--- src/rtl/cmdmon_pkg.sv ---
package cmdmon_pkg;

    typedef enum logic [2:0] {
        ST_OPCODE,
        ST_ADDR,
        ST_DATA,
        ST_EXEC,
        ST_REPLY,
        ST_STATUS
    } mon_state_e;

    localparam logic [7:0] OPC_READ     = 8'h00;
    localparam logic [7:0] OPC_WRITE    = 8'h01;

    localparam logic [7:0] STS_OK       = 8'h00;
    localparam logic [7:0] STS_PROTO    = 8'h01;
    localparam logic [7:0] STS_UNMAPPED = 8'h02;
    localparam logic [7:0] STS_READONLY = 8'h03;

endpackage

--- src/rtl/cmdmon_byte_asm.sv ---
module cmdmon_byte_asm #(
    parameter int NBYTES = 4
) (
    input  logic                  clk,
    input  logic                  rst_n,
    input  logic                  clr_i,
    input  logic                  push_i,
    input  logic [7:0]            byte_i,
    output logic [8*NBYTES-1:0]   word_o,
    output logic                  last_o
);

    localparam int W  = 8 * NBYTES;
    localparam int CW = $clog2(NBYTES + 1);

    typedef struct packed {
        logic [W-1:0]  word;
        logic [CW-1:0] cnt;
    } asm_t;

    asm_t asm_d, asm_q;

    always_comb begin
        asm_d = asm_q;
        if (clr_i) begin
            asm_d.cnt = '0;
        end else if (push_i) begin
            asm_d.word = (asm_q.word >> 8) | (W'(byte_i) << (W - 8));
            asm_d.cnt  = asm_q.cnt + CW'(1);
        end
    end

    always_ff @(posedge clk or negedge rst_n) begin
        if (!rst_n) begin
            asm_q <= '0;
        end else begin
            asm_q <= asm_d;
        end
    end

    assign word_o = asm_q.word;
    assign last_o = (asm_q.cnt == CW'(NBYTES - 1));

    // a field never collects more bytes than its width
    assert_count_bound_R3: assert property (@(posedge clk) disable iff (!rst_n)
        asm_q.cnt <= CW'(NBYTES));

    // a push on the last slot is followed by the field being marked full
    assert_fill_R3: assert property (@(posedge clk) disable iff (!rst_n)
        (push_i && !clr_i && last_o) |=> (asm_q.cnt == CW'(NBYTES)));

endmodule

--- src/rtl/cmdmon_range_dec.sv ---
module cmdmon_range_dec #(
    parameter int          ADDR_W   = 32,
    parameter int unsigned MAP_BASE = 32'h0000_1000,
    parameter int unsigned MAP_LAST = 32'h0000_13FF,
    parameter int unsigned RO_BASE  = 32'h0000_1380,
    parameter int unsigned RO_LAST  = 32'h0000_13FF
) (
    input  logic [ADDR_W-1:0] addr_i,
    output logic              mapped_o,
    output logic              ro_o
);

    localparam logic [ADDR_W-1:0] MAP_LO = ADDR_W'(MAP_BASE);
    localparam logic [ADDR_W-1:0] MAP_HI = ADDR_W'(MAP_LAST);
    localparam logic [ADDR_W-1:0] RO_LO  = ADDR_W'(RO_BASE);
    localparam logic [ADDR_W-1:0] RO_HI  = ADDR_W'(RO_LAST);

    assign mapped_o = (addr_i >= MAP_LO) && (addr_i <= MAP_HI);
    assign ro_o     = (addr_i >= RO_LO)  && (addr_i <= RO_HI);

endmodule

--- src/rtl/cmdmon_tx_sel.sv ---
module cmdmon_tx_sel #(
    parameter int NBYTES = 4,
    parameter int IDX_W  = (NBYTES > 1) ? $clog2(NBYTES) : 1
) (
    input  logic [8*NBYTES-1:0] word_i,
    input  logic [IDX_W-1:0]    idx_i,
    output logic [7:0]          byte_o
);

    logic [7:0] lane [NBYTES];

    for (genvar g = 0; g < NBYTES; g++) begin : g_lane
        assign lane[g] = word_i[8*g +: 8];
    end

    assign byte_o = lane[idx_i];

endmodule

--- src/rtl/cmd_monitor.sv ---
module cmd_monitor
    import cmdmon_pkg::*;
#(
    parameter int          ADDR_BYTES = 4,
    parameter int          DATA_BYTES = 4,
    parameter int unsigned MAP_BASE   = 32'h0000_1000,
    parameter int unsigned MAP_LAST   = 32'h0000_13FF,
    parameter int unsigned RO_BASE    = 32'h0000_1380,
    parameter int unsigned RO_LAST    = 32'h0000_13FF
) (
    input  logic        clk,
    input  logic        rst_n,
    input  logic [7:0]  rx_data,
    input  logic        rx_valid,
    output logic        rx_ready,
    output logic [7:0]  tx_data,
    output logic        tx_valid,
    input  logic        tx_ready,
    output logic [31:0] mem_addr,
    output logic [31:0] mem_wdata,
    output logic        mem_we,
    input  logic [31:0] mem_rdata
);

    localparam int ADDR_W = 8 * ADDR_BYTES;
    localparam int DATA_W = 8 * DATA_BYTES;
    localparam int IDX_W  = (DATA_BYTES > 1) ? $clog2(DATA_BYTES) : 1;

    typedef struct packed {
        mon_state_e        st;
        logic              is_wr;
        logic [7:0]        sts;
        logic [DATA_W-1:0] rword;
        logic [IDX_W-1:0]  tidx;
    } ctl_t;

    ctl_t ctl_d, ctl_q;

    logic              rx_fire, tx_fire;
    logic              addr_push, data_push, field_clr;
    logic              addr_last, data_last;
    logic [ADDR_W-1:0] addr_word;
    logic [DATA_W-1:0] data_word;
    logic              hit_mapped, hit_ro;
    logic [7:0]        reply_byte;

    assign rx_ready  = (ctl_q.st == ST_OPCODE) || (ctl_q.st == ST_ADDR) || (ctl_q.st == ST_DATA);
    assign tx_valid  = (ctl_q.st == ST_REPLY) || (ctl_q.st == ST_STATUS);
    assign rx_fire   = rx_valid && rx_ready;
    assign tx_fire   = tx_valid && tx_ready;
    assign field_clr = (ctl_q.st == ST_OPCODE) && rx_fire;
    assign addr_push = (ctl_q.st == ST_ADDR) && rx_fire;
    assign data_push = (ctl_q.st == ST_DATA) && rx_fire;

    cmdmon_byte_asm #(.NBYTES(ADDR_BYTES)) u_addr_asm (
        .clk    (clk),
        .rst_n  (rst_n),
        .clr_i  (field_clr),
        .push_i (addr_push),
        .byte_i (rx_data),
        .word_o (addr_word),
        .last_o (addr_last)
    );

    cmdmon_byte_asm #(.NBYTES(DATA_BYTES)) u_data_asm (
        .clk    (clk),
        .rst_n  (rst_n),
        .clr_i  (field_clr),
        .push_i (data_push),
        .byte_i (rx_data),
        .word_o (data_word),
        .last_o (data_last)
    );

    cmdmon_range_dec #(
        .ADDR_W   (ADDR_W),
        .MAP_BASE (MAP_BASE),
        .MAP_LAST (MAP_LAST),
        .RO_BASE  (RO_BASE),
        .RO_LAST  (RO_LAST)
    ) u_range (
        .addr_i   (addr_word),
        .mapped_o (hit_mapped),
        .ro_o     (hit_ro)
    );

    cmdmon_tx_sel #(.NBYTES(DATA_BYTES), .IDX_W(IDX_W)) u_tx_sel (
        .word_i (ctl_q.rword),
        .idx_i  (ctl_q.tidx),
        .byte_o (reply_byte)
    );

    always_comb begin
        ctl_d = ctl_q;
        unique case (ctl_q.st)
            ST_OPCODE: begin
                if (rx_fire) begin
                    if (rx_data == OPC_READ) begin
                        ctl_d.is_wr = 1'b0;
                        ctl_d.st    = ST_ADDR;
                    end else if (rx_data == OPC_WRITE) begin
                        ctl_d.is_wr = 1'b1;
                        ctl_d.st    = ST_ADDR;
                    end else begin
                        ctl_d.sts   = STS_PROTO;
                        ctl_d.st    = ST_STATUS;
                    end
                end
            end
            ST_ADDR: begin
                if (rx_fire && addr_last) begin
                    ctl_d.st = ctl_q.is_wr ? ST_DATA : ST_EXEC;
                end
            end
            ST_DATA: begin
                if (rx_fire && data_last) begin
                    ctl_d.st = ST_EXEC;
                end
            end
            ST_EXEC: begin
                if (!hit_mapped) begin
                    ctl_d.sts = STS_UNMAPPED;
                end else if (ctl_q.is_wr && hit_ro) begin
                    ctl_d.sts = STS_READONLY;
                end else begin
                    ctl_d.sts = STS_OK;
                end
                ctl_d.rword = (hit_mapped && !ctl_q.is_wr) ? DATA_W'(mem_rdata) : '0;
                ctl_d.tidx  = '0;
                ctl_d.st    = ctl_q.is_wr ? ST_STATUS : ST_REPLY;
            end
            ST_REPLY: begin
                if (tx_fire) begin
                    if (ctl_q.tidx == IDX_W'(DATA_BYTES - 1)) begin
                        ctl_d.st = ST_STATUS;
                    end else begin
                        ctl_d.tidx = ctl_q.tidx + IDX_W'(1);
                    end
                end
            end
            ST_STATUS: begin
                if (tx_fire) begin
                    ctl_d.st = ST_OPCODE;
                end
            end
            default: ctl_d.st = ST_OPCODE;
        endcase
    end

    always_ff @(posedge clk or negedge rst_n) begin
        if (!rst_n) begin
            ctl_q <= '{st: ST_OPCODE, is_wr: 1'b0, sts: STS_OK, rword: '0, tidx: '0};
        end else begin
            ctl_q <= ctl_d;
        end
    end

    assign tx_data   = (ctl_q.st == ST_STATUS) ? ctl_q.sts : reply_byte;
    assign mem_addr  = 32'(addr_word);
    assign mem_wdata = 32'(data_word);
    assign mem_we    = (ctl_q.st == ST_EXEC) && ctl_q.is_wr && hit_mapped && !hit_ro;

    // a stalled reply byte is held unchanged
    assert_tx_hold_R9: assert property (@(posedge clk) disable iff (!rst_n)
        (tx_valid && !tx_ready) |=> (tx_valid && $stable(tx_data)));

    // never accept input while a reply byte is offered
    assert_no_overlap_R10: assert property (@(posedge clk) disable iff (!rst_n)
        !(rx_ready && tx_valid));

    // the storage strobe lasts one cycle and is followed by the status byte
    assert_we_pulse_R5: assert property (@(posedge clk) disable iff (!rst_n)
        mem_we |=> (!mem_we && tx_valid && tx_data == STS_OK));

    // no write leaves the mapped window
    assert_we_mapped_R7: assert property (@(posedge clk) disable iff (!rst_n)
        mem_we |-> (mem_addr >= MAP_BASE && mem_addr <= MAP_LAST));

    // no write lands in the read-only window
    assert_we_not_ro_R8: assert property (@(posedge clk) disable iff (!rst_n)
        mem_we |-> !(mem_addr >= RO_BASE && mem_addr <= RO_LAST));

    // a status byte is accepted only before the next operation byte
    assert_status_return_R2: assert property (@(posedge clk) disable iff (!rst_n)
        (ctl_q.st == ST_STATUS && tx_ready) |=> rx_ready);

endmodule

--- config.mk ---
export PLATFORM = sky130hd
export DESIGN_NAME = cmd_monitor
export DESIGN_NICKNAME = d
export VERILOG_FILES = /design/src/rtl/cmdmon_pkg.sv /design/src/rtl/cmdmon_byte_asm.sv /design/src/rtl/cmdmon_range_dec.sv /design/src/rtl/cmdmon_tx_sel.sv /design/src/rtl/cmd_monitor.sv
export SDC_FILE = /design/constraint.sdc
export NUM_CORES = 1
export LEC_CHECK = 0
export BUFFER_PORTS_ARGS = -buffer_cell sky130_fd_sc_hd__buf_2
export CAP_MARGIN = 30
export CELL_PAD_IN_SITES_DETAIL_PLACEMENT = 0
export CELL_PAD_IN_SITES_GLOBAL_PLACEMENT = 1
export CORE_UTILIZATION = 49
export CTS_BUF_LIST = sky130_fd_sc_hd__clkbuf_8
export DETAILED_ROUTE_END_ITERATION = 12
export PLACE_DENSITY_LB_ADDON = 0.1
export SETUP_SLACK_MARGIN = 0.05
export SYNTH_ARGS = -nofsm -noshare
export SYNTH_HDL_FRONTEND = slang
export SYNTH_HIERARCHICAL = 1
export SYNTH_SLANG_ARGS = --single-unit
--- constraint.sdc ---
create_clock -name clk -period 3.2 [get_ports clk]
set_clock_uncertainty 0.2 [all_clocks]
set_input_delay 0.16 -clock clk [delete_from_list [all_inputs] [get_ports clk]]
set_output_delay 0.16 -clock clk [all_outputs]
set_load 0.01 [all_outputs]
==> results of run 1 <==
==> sequential cells by signal, summed over array words and instances (netlist names) <==
name               flops
ctl_q                 40
u_data_asm/word_o     32
u_addr_asm/word_o     32
u_data_asm/asm_q       3
u_addr_asm/asm_q       3
==> per-layer routing <==
| metal | up-vias | track usage [%] | routed length [um] |
|---|---|---|---|
| met3 | 14 | 3.407 | 361 |
| met5 | - | 0 | 0 |
| li1 | 1665 | - | - |
| met1 | 1653 | 26.95 | 5077 |
| met2 | 82 | 31.13 | 5182 |
| met4 | 0 | 8.977 | 208 |
==> layout make-up <==
class / count / area (sq um) / area share [%]
well taps: 140 / 175.2 / 2.740
clock buffers: 10 / 137.6 / 2.153
multi-input cells: 252 / 2143 / 33.52
flip-flops and latches: 110 / 2753 / 43.05
repair buffers: 168 / 1114 / 17.42
clock inverters: 5 / 52.55 / 0.8219
inverters: 5 / 18.77 / 0.2935
==> synthesized netlist by cell type, types with 3 or more instances <==
| cell | instances | area [sq um] |
|---|---|---|
| dfrtp_1 | 110 | 2753 |
| nand2_1 | 71 | 266.5 |
| buf_4 | 64 | 480.5 |
| mux2_4 | 60 | 900.9 |
| o21ai_0 | 36 | 180.2 |
| nor2_1 | 11 | 41.29 |
| mux4_2 | 8 | 180.2 |
| buf_2 | 7 | 35.03 |
| and2_1 | 6 | 37.54 |
| buf_12 | 6 | 120.1 |
| clkbuf_1 | 6 | 22.52 |
| mux2_2 | 6 | 67.56 |
| ha_1 | 5 | 62.56 |
| inv_1 | 5 | 18.77 |
| a21oi_1 | 4 | 20.02 |
| a31oi_1 | 4 | 25.02 |
| buf_6 | 4 | 45.04 |
| nor3_1 | 4 | 20.02 |
| nor4_2 | 4 | 50.05 |
| nand3_1 | 3 | 15.01 |
==> through the flow <==
| stage | util (%) | total power, mW |
|---|---|---|
| global route | 57.96 | 5.450 |
| detailed placement | 52.34 | 4.268 |
| finish | 57.96 | 5.081 |
| global placement | 52.34 | 4.212 |
| CTS | 57.96 | 5.152 |
| floorplan | - | 3.978 |
==> worst max path at each step <==
stage	startpoint	to	slack [ns]	depth (start not counted)
2_1_floorplan	ctl_q[45]	u_addr_asm/word_o[0]	1.02	7
3_5_place_dp	ctl_q[43]	u_addr_asm/word_o[18]	0.72	6
4_1_cts	ctl_q[0]	tx_data[0]	0.60	3
6_report	ctl_q[0]	tx_data[1]	0.70	3
3_3_place_gp	ctl_q[43]	u_addr_asm/word_o[18]	0.76	6
5_1_grt	u_addr_asm/word_o[26]	mem_we	0.54	6
==> what timing repair did <==
item	CTS	global route
gates resized for setup	0	0
hold buffers	43	0
endpoints found under the hold margin	109	0
==> kinds of logic after synthesis <==
| kind of cell | share of synthesized area (%) |
|---|---|
| AND/OR/NAND/NOR | 10.11 |
| XOR/XNOR | 0.4676 |
| flip-flops | 48.98 |
| AO/OA/AOI/OAI | 5.409 |
| adder cells (fa/ha/maj) | 1.113 |
| multiplexers | 20.99 |
| buffers and inverters | 12.93 |
==> report_power, final <==
group | internal, mW | switching [mW] | total (mW)
sequential | 1.89 | 0.467 | 2.35
combinational | 1.10 | 0.800 | 1.90
clock | 0.374 | 0.454 | 0.828
==> worst register-to-register path, cell delays in order, from the launching register on <==
cell     delay, ns
dfrtp_1       0.56
inv_1         0.17
nor3_1        0.20
buf_4         0.17
nor2b_4       0.48
buf_12        0.27
mux2_2        0.35
==> reports/results.txt, run 1 <==
Crit Path Class: reg -> out
FP Rows: 38
Mapped cell area: 0.005620 sq mm
GRT Total Usage: 19.88%
Yosys reg bits: 110
Peak VDD IR: 0.4601 mV
Reg2reg setup slack: 0.70 ns
Die width: 109.1 um
Layout cells sized above 1: 41.09%
Initial core utilization: 50.95%
Num ports: 119
Sequential share of the synthesized area: 48.98%
Syn_nets: 504
CP max FO: 11
Clock root buffer: clkbuf_8
Largest net degree at the start of global routing: 57
Cell Area, Placed: 0.005773 sq mm
Port-buffer cells: 118
Design area: 0.006394 sq mm
Rel. slew slack: 50.74%
Area growth syn-to-layout: 13.76%
Die height: 109.1 um
EDFF count, synth: 0
Distinct cells, synth: 44
Final ANT Viol Nets: 0
Max-cap violations: 0
RSZ-0062 raised after global routing: no
Worst endpoint required time: 2.84 ns
Placed Instances: 632
Crit path DAT: 2.14 ns
Worst skew pair latency: 0.37 ns
First-pass GRT wire length: 17.92 mm
Worst-Margin Slew: 0.7389 ns
# fillers: 920
CTS tree: built
Final setup margin: 0.6951 ns
Post-Syn Area per Cell: 12.35 sq um
CP bufs+invs: 1
Die area: 0.01190 sq mm
Hold Violations, Final: 0
Final #Nets: 595
Core area: 0.01103 sq mm
Final WL: 10.83 mm
Pre-CTS setup slack: 0.7204 ns
Tmin final: 2.505 ns
Crit end category: primary output
Postcts setup bufs: 0
Reg2Reg Depth: 6
Commonest non-fill, non-tap cell in the layout: buf_2
FF-to-FF End: u_addr_asm/word_o[18]
Tcrit/Tclk final: 78.28%
Fmax: 399.2 MHz
Worst stage delay on the critical path: 0.77 ns
Critical path, cell by cell: mux4_2 -> mux2_2 -> buf_2
Share of synthesized registers carrying an async set or reset: 100.0%
Via count: 3,414
Vias in the first global route: 3,535
Total CTS buffers: 9
# diodes: 0
Gate Count Post-Synth: 455
Dpl hpwl: 7.349 mm
Number of setup violations in the final report: 0
Slowest cell on crit path: dfrtp_1
Pre-antenna DRT Iters: 4
DRC errors left: 0
Initial antenna violation count: 0
Commonest non-fill, non-tap cells in the layout: 117 x buf_2, 110 x dfrtp_1, 71 x nand2_1
Clock Tree Buf Depth: 2
Leakage: 3.099 nW
Pwr/cell area: 794.7 mW/mm^2
Clock Sinks: 110
DR WL/cell: 15.69 um
Number of DRC markers in iteration 0: 165
Clock-pin slew on the worst setup and hold paths: 0.09 ns
Routability cong.: 0.7205
Final non-filler cell total: 690
Startpoint Class: flop
Run status: finished clean
Final TNS setup: 0 ns
Largest delay contributor family on the critical path: multiplexers
Slew Limit Fails: 0
Hold Slack: 0.2024 ns
Htree depth: 3
Primary FF master, synth: dfrtp_1
Total gr overflow: 0
Vias per cell: 4.948
Yosys warnings: 6
Worst r2r src: ctl_q[43]
Hold Crit Class: in -> async
Note: power is estimated with default switching activity, not from simulation.
==> run 2: changes to the inputs <==
- ABC_AREA: not set -> 1
- CORE_UTILIZATION: 49 -> 43
- clock period: 3.2 -> 2.4 ns (I/O delays scaled with it)
==> reports/results.txt, run 2 <==
Run status: finished clean
GRT Total Usage: 20.19% (+0.32 points)
Most common cell in the netlist: nand2_1
Number of setup violations in the final report: 0 (unchanged)
Rel. slew slack: 63.66% (+13 points)
Commonest non-fill, non-tap cells in the layout: 156 x nand2_1, 127 x nand3_1, 124 x nand2_2
# diodes: 0 (unchanged)
FP Rows: 43 (+13%)
Slew Limit Fails: 0 (unchanged)
Final setup margin: 0.2237 ns (-0.4714 ns)
Max reg flops: 40 (unchanged)
DR WL/cell: 13.98 um (-11%)
Routability cong.: 0.7933 (+10%)
CP max FO: 11 (unchanged)
Distinct cells, synth: 31 (-30%)
Switching fraction of total power: 43.98% (+10 points)
Total CTS buffers: 9 (unchanged)
Pwr/cell area: 1167 mW/mm^2 (+47%)
Commonest non-fill, non-tap cell in the layout: nand2_1
Fmax: 459.5 MHz
Number of DRC markers in iteration 0: 326 (+98%)
Synth area leaders: dfrtp_1 44%, nand2_2 12%, nand3_1 10%
EDFF count, synth: 0 (unchanged)
Share of synthesized registers carrying an async set or reset: 100.0% (unchanged)
Gate Count Post-Synth: 749 (+65%)
Total gr overflow: 0 (unchanged)
Clock network fraction of total power: 14.0% (-2.3 points)
Leakage: 3.880 nW (+25%)
Initial antenna violation count: 0 (unchanged)
Final #Nets: 887 (+49%)
Crit path DAT: 1.86 ns (-0.28 ns)
Initial core utilization: 44.88% (-6.1 points)
Adder-cell share of the synthesized area: 0.9889% (-0.12 points)
Crit Path Class: reg -> out
Port-buffer cells: 118 (unchanged)
Core area: 0.01410 sq mm (+28%)
Vias in the first global route: 4,691 (+33%)
Via count: 4,856 (+42%)
Worst skew pair latency: 0.38 ns (about the same)
Area growth syn-to-layout: 11.91%
Post-synthesis mux area share: 0% (-21 points)
Pre-CTS setup slack: 0.4121 ns (-0.3082 ns)
Sequential Power Share: 41.2% (-5.2 points)
XOR/XNOR Fraction of Synth Area: 0% (-0.47 points)
Clock Tree Buf Depth: 2 (unchanged)
Final WL: 14.30 mm (+32%)
Clock Sinks: 110 (unchanged)
Tmin final: 2.176 ns
Synth cell count leaders: 156 x nand2_1, 127 x nand3_1, 124 x nand2_2
Syn_nets: 798 (+58%)
Reg2reg setup slack: 0.38 ns (-0.32 ns)
Dpl hpwl: 9.775 mm (+33%)
Die width: 123.3 um (+13%)
Sequential share of the synthesized area: 43.51% (-5.5 points)
Crit end category: primary output
Startpoint Class: flop
Layout cells sized above 1: 35.47% (-5.6 points)
Vias per cell: 4.747 (-4.1%)
Worst endpoint required time: 2.08 ns (-0.76 ns)
Primary FF master, synth: dfrtp_1
Hold Violations, Final: 0 (unchanged)
Combinational group share of total power: 44.9% (+7.5 points)
Hold Crit Class: in -> async
Mapped cell area: 0.006326 sq mm (+13%)
Postcts setup bufs: 0 (unchanged)
Num ports: 119 (unchanged)
Yosys warnings: 6 (unchanged)
Htree depth: 3 (unchanged)
Simple-gate share of the synthesized area: 36.21% (+26 points)
Die area: 0.01520 sq mm (+28%)
Final TNS setup: 0 ns (unchanged)
Peak VDD IR: 0.4855 mV (+5.5%)
Pre-antenna DRT Iters: 4 (unchanged)
Max-cap violations: 0 (unchanged)
NetSw: 3.633 mW (+110%)
Synth Area in Compound Gates: 1.108% (-4.3 points)
Post-synth top area cell: dfrtp_1
Tcrit/Tclk final: 90.68%
Clock-pin slew on the worst setup and hold paths: 0.11 ns (+0.02 ns)
First-pass GRT wire length: 23.60 mm (+32%)
Yosys reg bits: 110 (unchanged)
Clock root buffer: clkbuf_8
Largest net degree at the start of global routing: 60 (+5.3%)
CTS tree: built
Internal power: 4.628 mW (+38%)
Worst-Margin Slew: 0.5451 ns (-0.1938 ns)
Largest Register: ctl_q
Yosys top cell area share: 43.51% (-5.5 points)
Final ANT Viol Nets: 0 (unchanged)
Die height: 123.3 um (+13%)
Largest family of logic cells by synthesized area: simple AND/OR/NAND/NOR gates
Post-Syn Area per Cell: 8.446 sq um (-32%)
DRC errors left: 0 (unchanged)
RSZ-0062 raised after global routing: no
run 2: cell types whose count changed after synthesis, sizes merged, moves of 4 or more:
cell,change
nor4,-5
nor2,+16
nand3,+126
and2,-4
buf,+13
inv,+64
mux2,-67
o21ai,-29
nand2,+212
nand4,+5
mux4,-8
run 2: cell families after synthesis:
kind of cell               after synthesis
AOI/OAI and AO/OA                       12
adders and majority gates                5
buffers and inverters                  169
DFF                                    110
and+or+nand+nor                        453
run 2: per-stage QoR:
step / std cells / utilization [%] / instance area [sq um] / hold slack, ns / total power, mW
after floorplan: 749 / - / 6326 / -0.3756 / 6.644
after global placement: 963 / 45.54 / 6420 / -0.1432 / 7.059
after detailed placement: 963 / 45.54 / 6420 / -0.1371 / 7.122
after CTS: 1023 / 50.14 / 7068 / 0.03956 / 8.375
after global routing: 1023 / 50.22 / 7079 / 0.04198 / 9.022
final: 1023 / 50.22 / 7079 / 0.04839 / 8.260
run 2: worst max-delay path, stage by stage, from the launching register on:
cell and delay, ns:
dfrtp_1 0.70, nand3_1 0.13, buf_4 0.20, o21ai_0 0.25
buf_2 0.19
run 2: per-layer routing:
metal	global-route usage (%)	vias to the layer above	share of wire (%)
met3	5.120	8	5.2
li1	-	2443	-
met2	30.06	109	46
met4	4.970	0	0.90
met5	0	-	0
met1	29.18	2296	48
run 2: cell type report:
type	count	area, sq um
fill	1370	7017
sequential	110	2754
multi-input combinational	470	2445
timing repair buffer	178	1189
inverter	69	269.0
tap	180	225.2
clock buffer	9	123.9
clock inverter	7	73.82
run 2: what timing repair did:
action	in CTS	in global routing
hold buffers	44	0
gates resized for setup	0	4
setup endpoints to repair	0	1
hold endpoints to repair	164	0
run 2: path summary, 6_finish.rpt:
check | startpoint | endpoint | depth (start not counted)
worst max-delay path | ctl_q[45] | tx_data[0] | 4
worst min-delay path | rst_n | u_addr_asm/word_o[5] | 3
worst max register to register | ctl_q[45] | u_addr_asm/word_o[29] | 6
worst min register to register | u_data_asm/word_o[1] | u_data_asm/word_o[1] | 2
max in group asynchronous | rst_n | ctl_q[44] | 3
min in group clk | u_data_asm/word_o[1] | u_data_asm/word_o[1] | 2
run 2: power groups by stage:
stage               clock network, mW  registers, mW  logic [mW]
finish                           1.15           3.40        3.71
global route                     1.27           3.52        4.23
CTS                              1.21           3.41        3.76
detailed placement                  0           3.43        3.69
global placement                    0           3.41        3.65
floorplan                           0           3.18        3.47
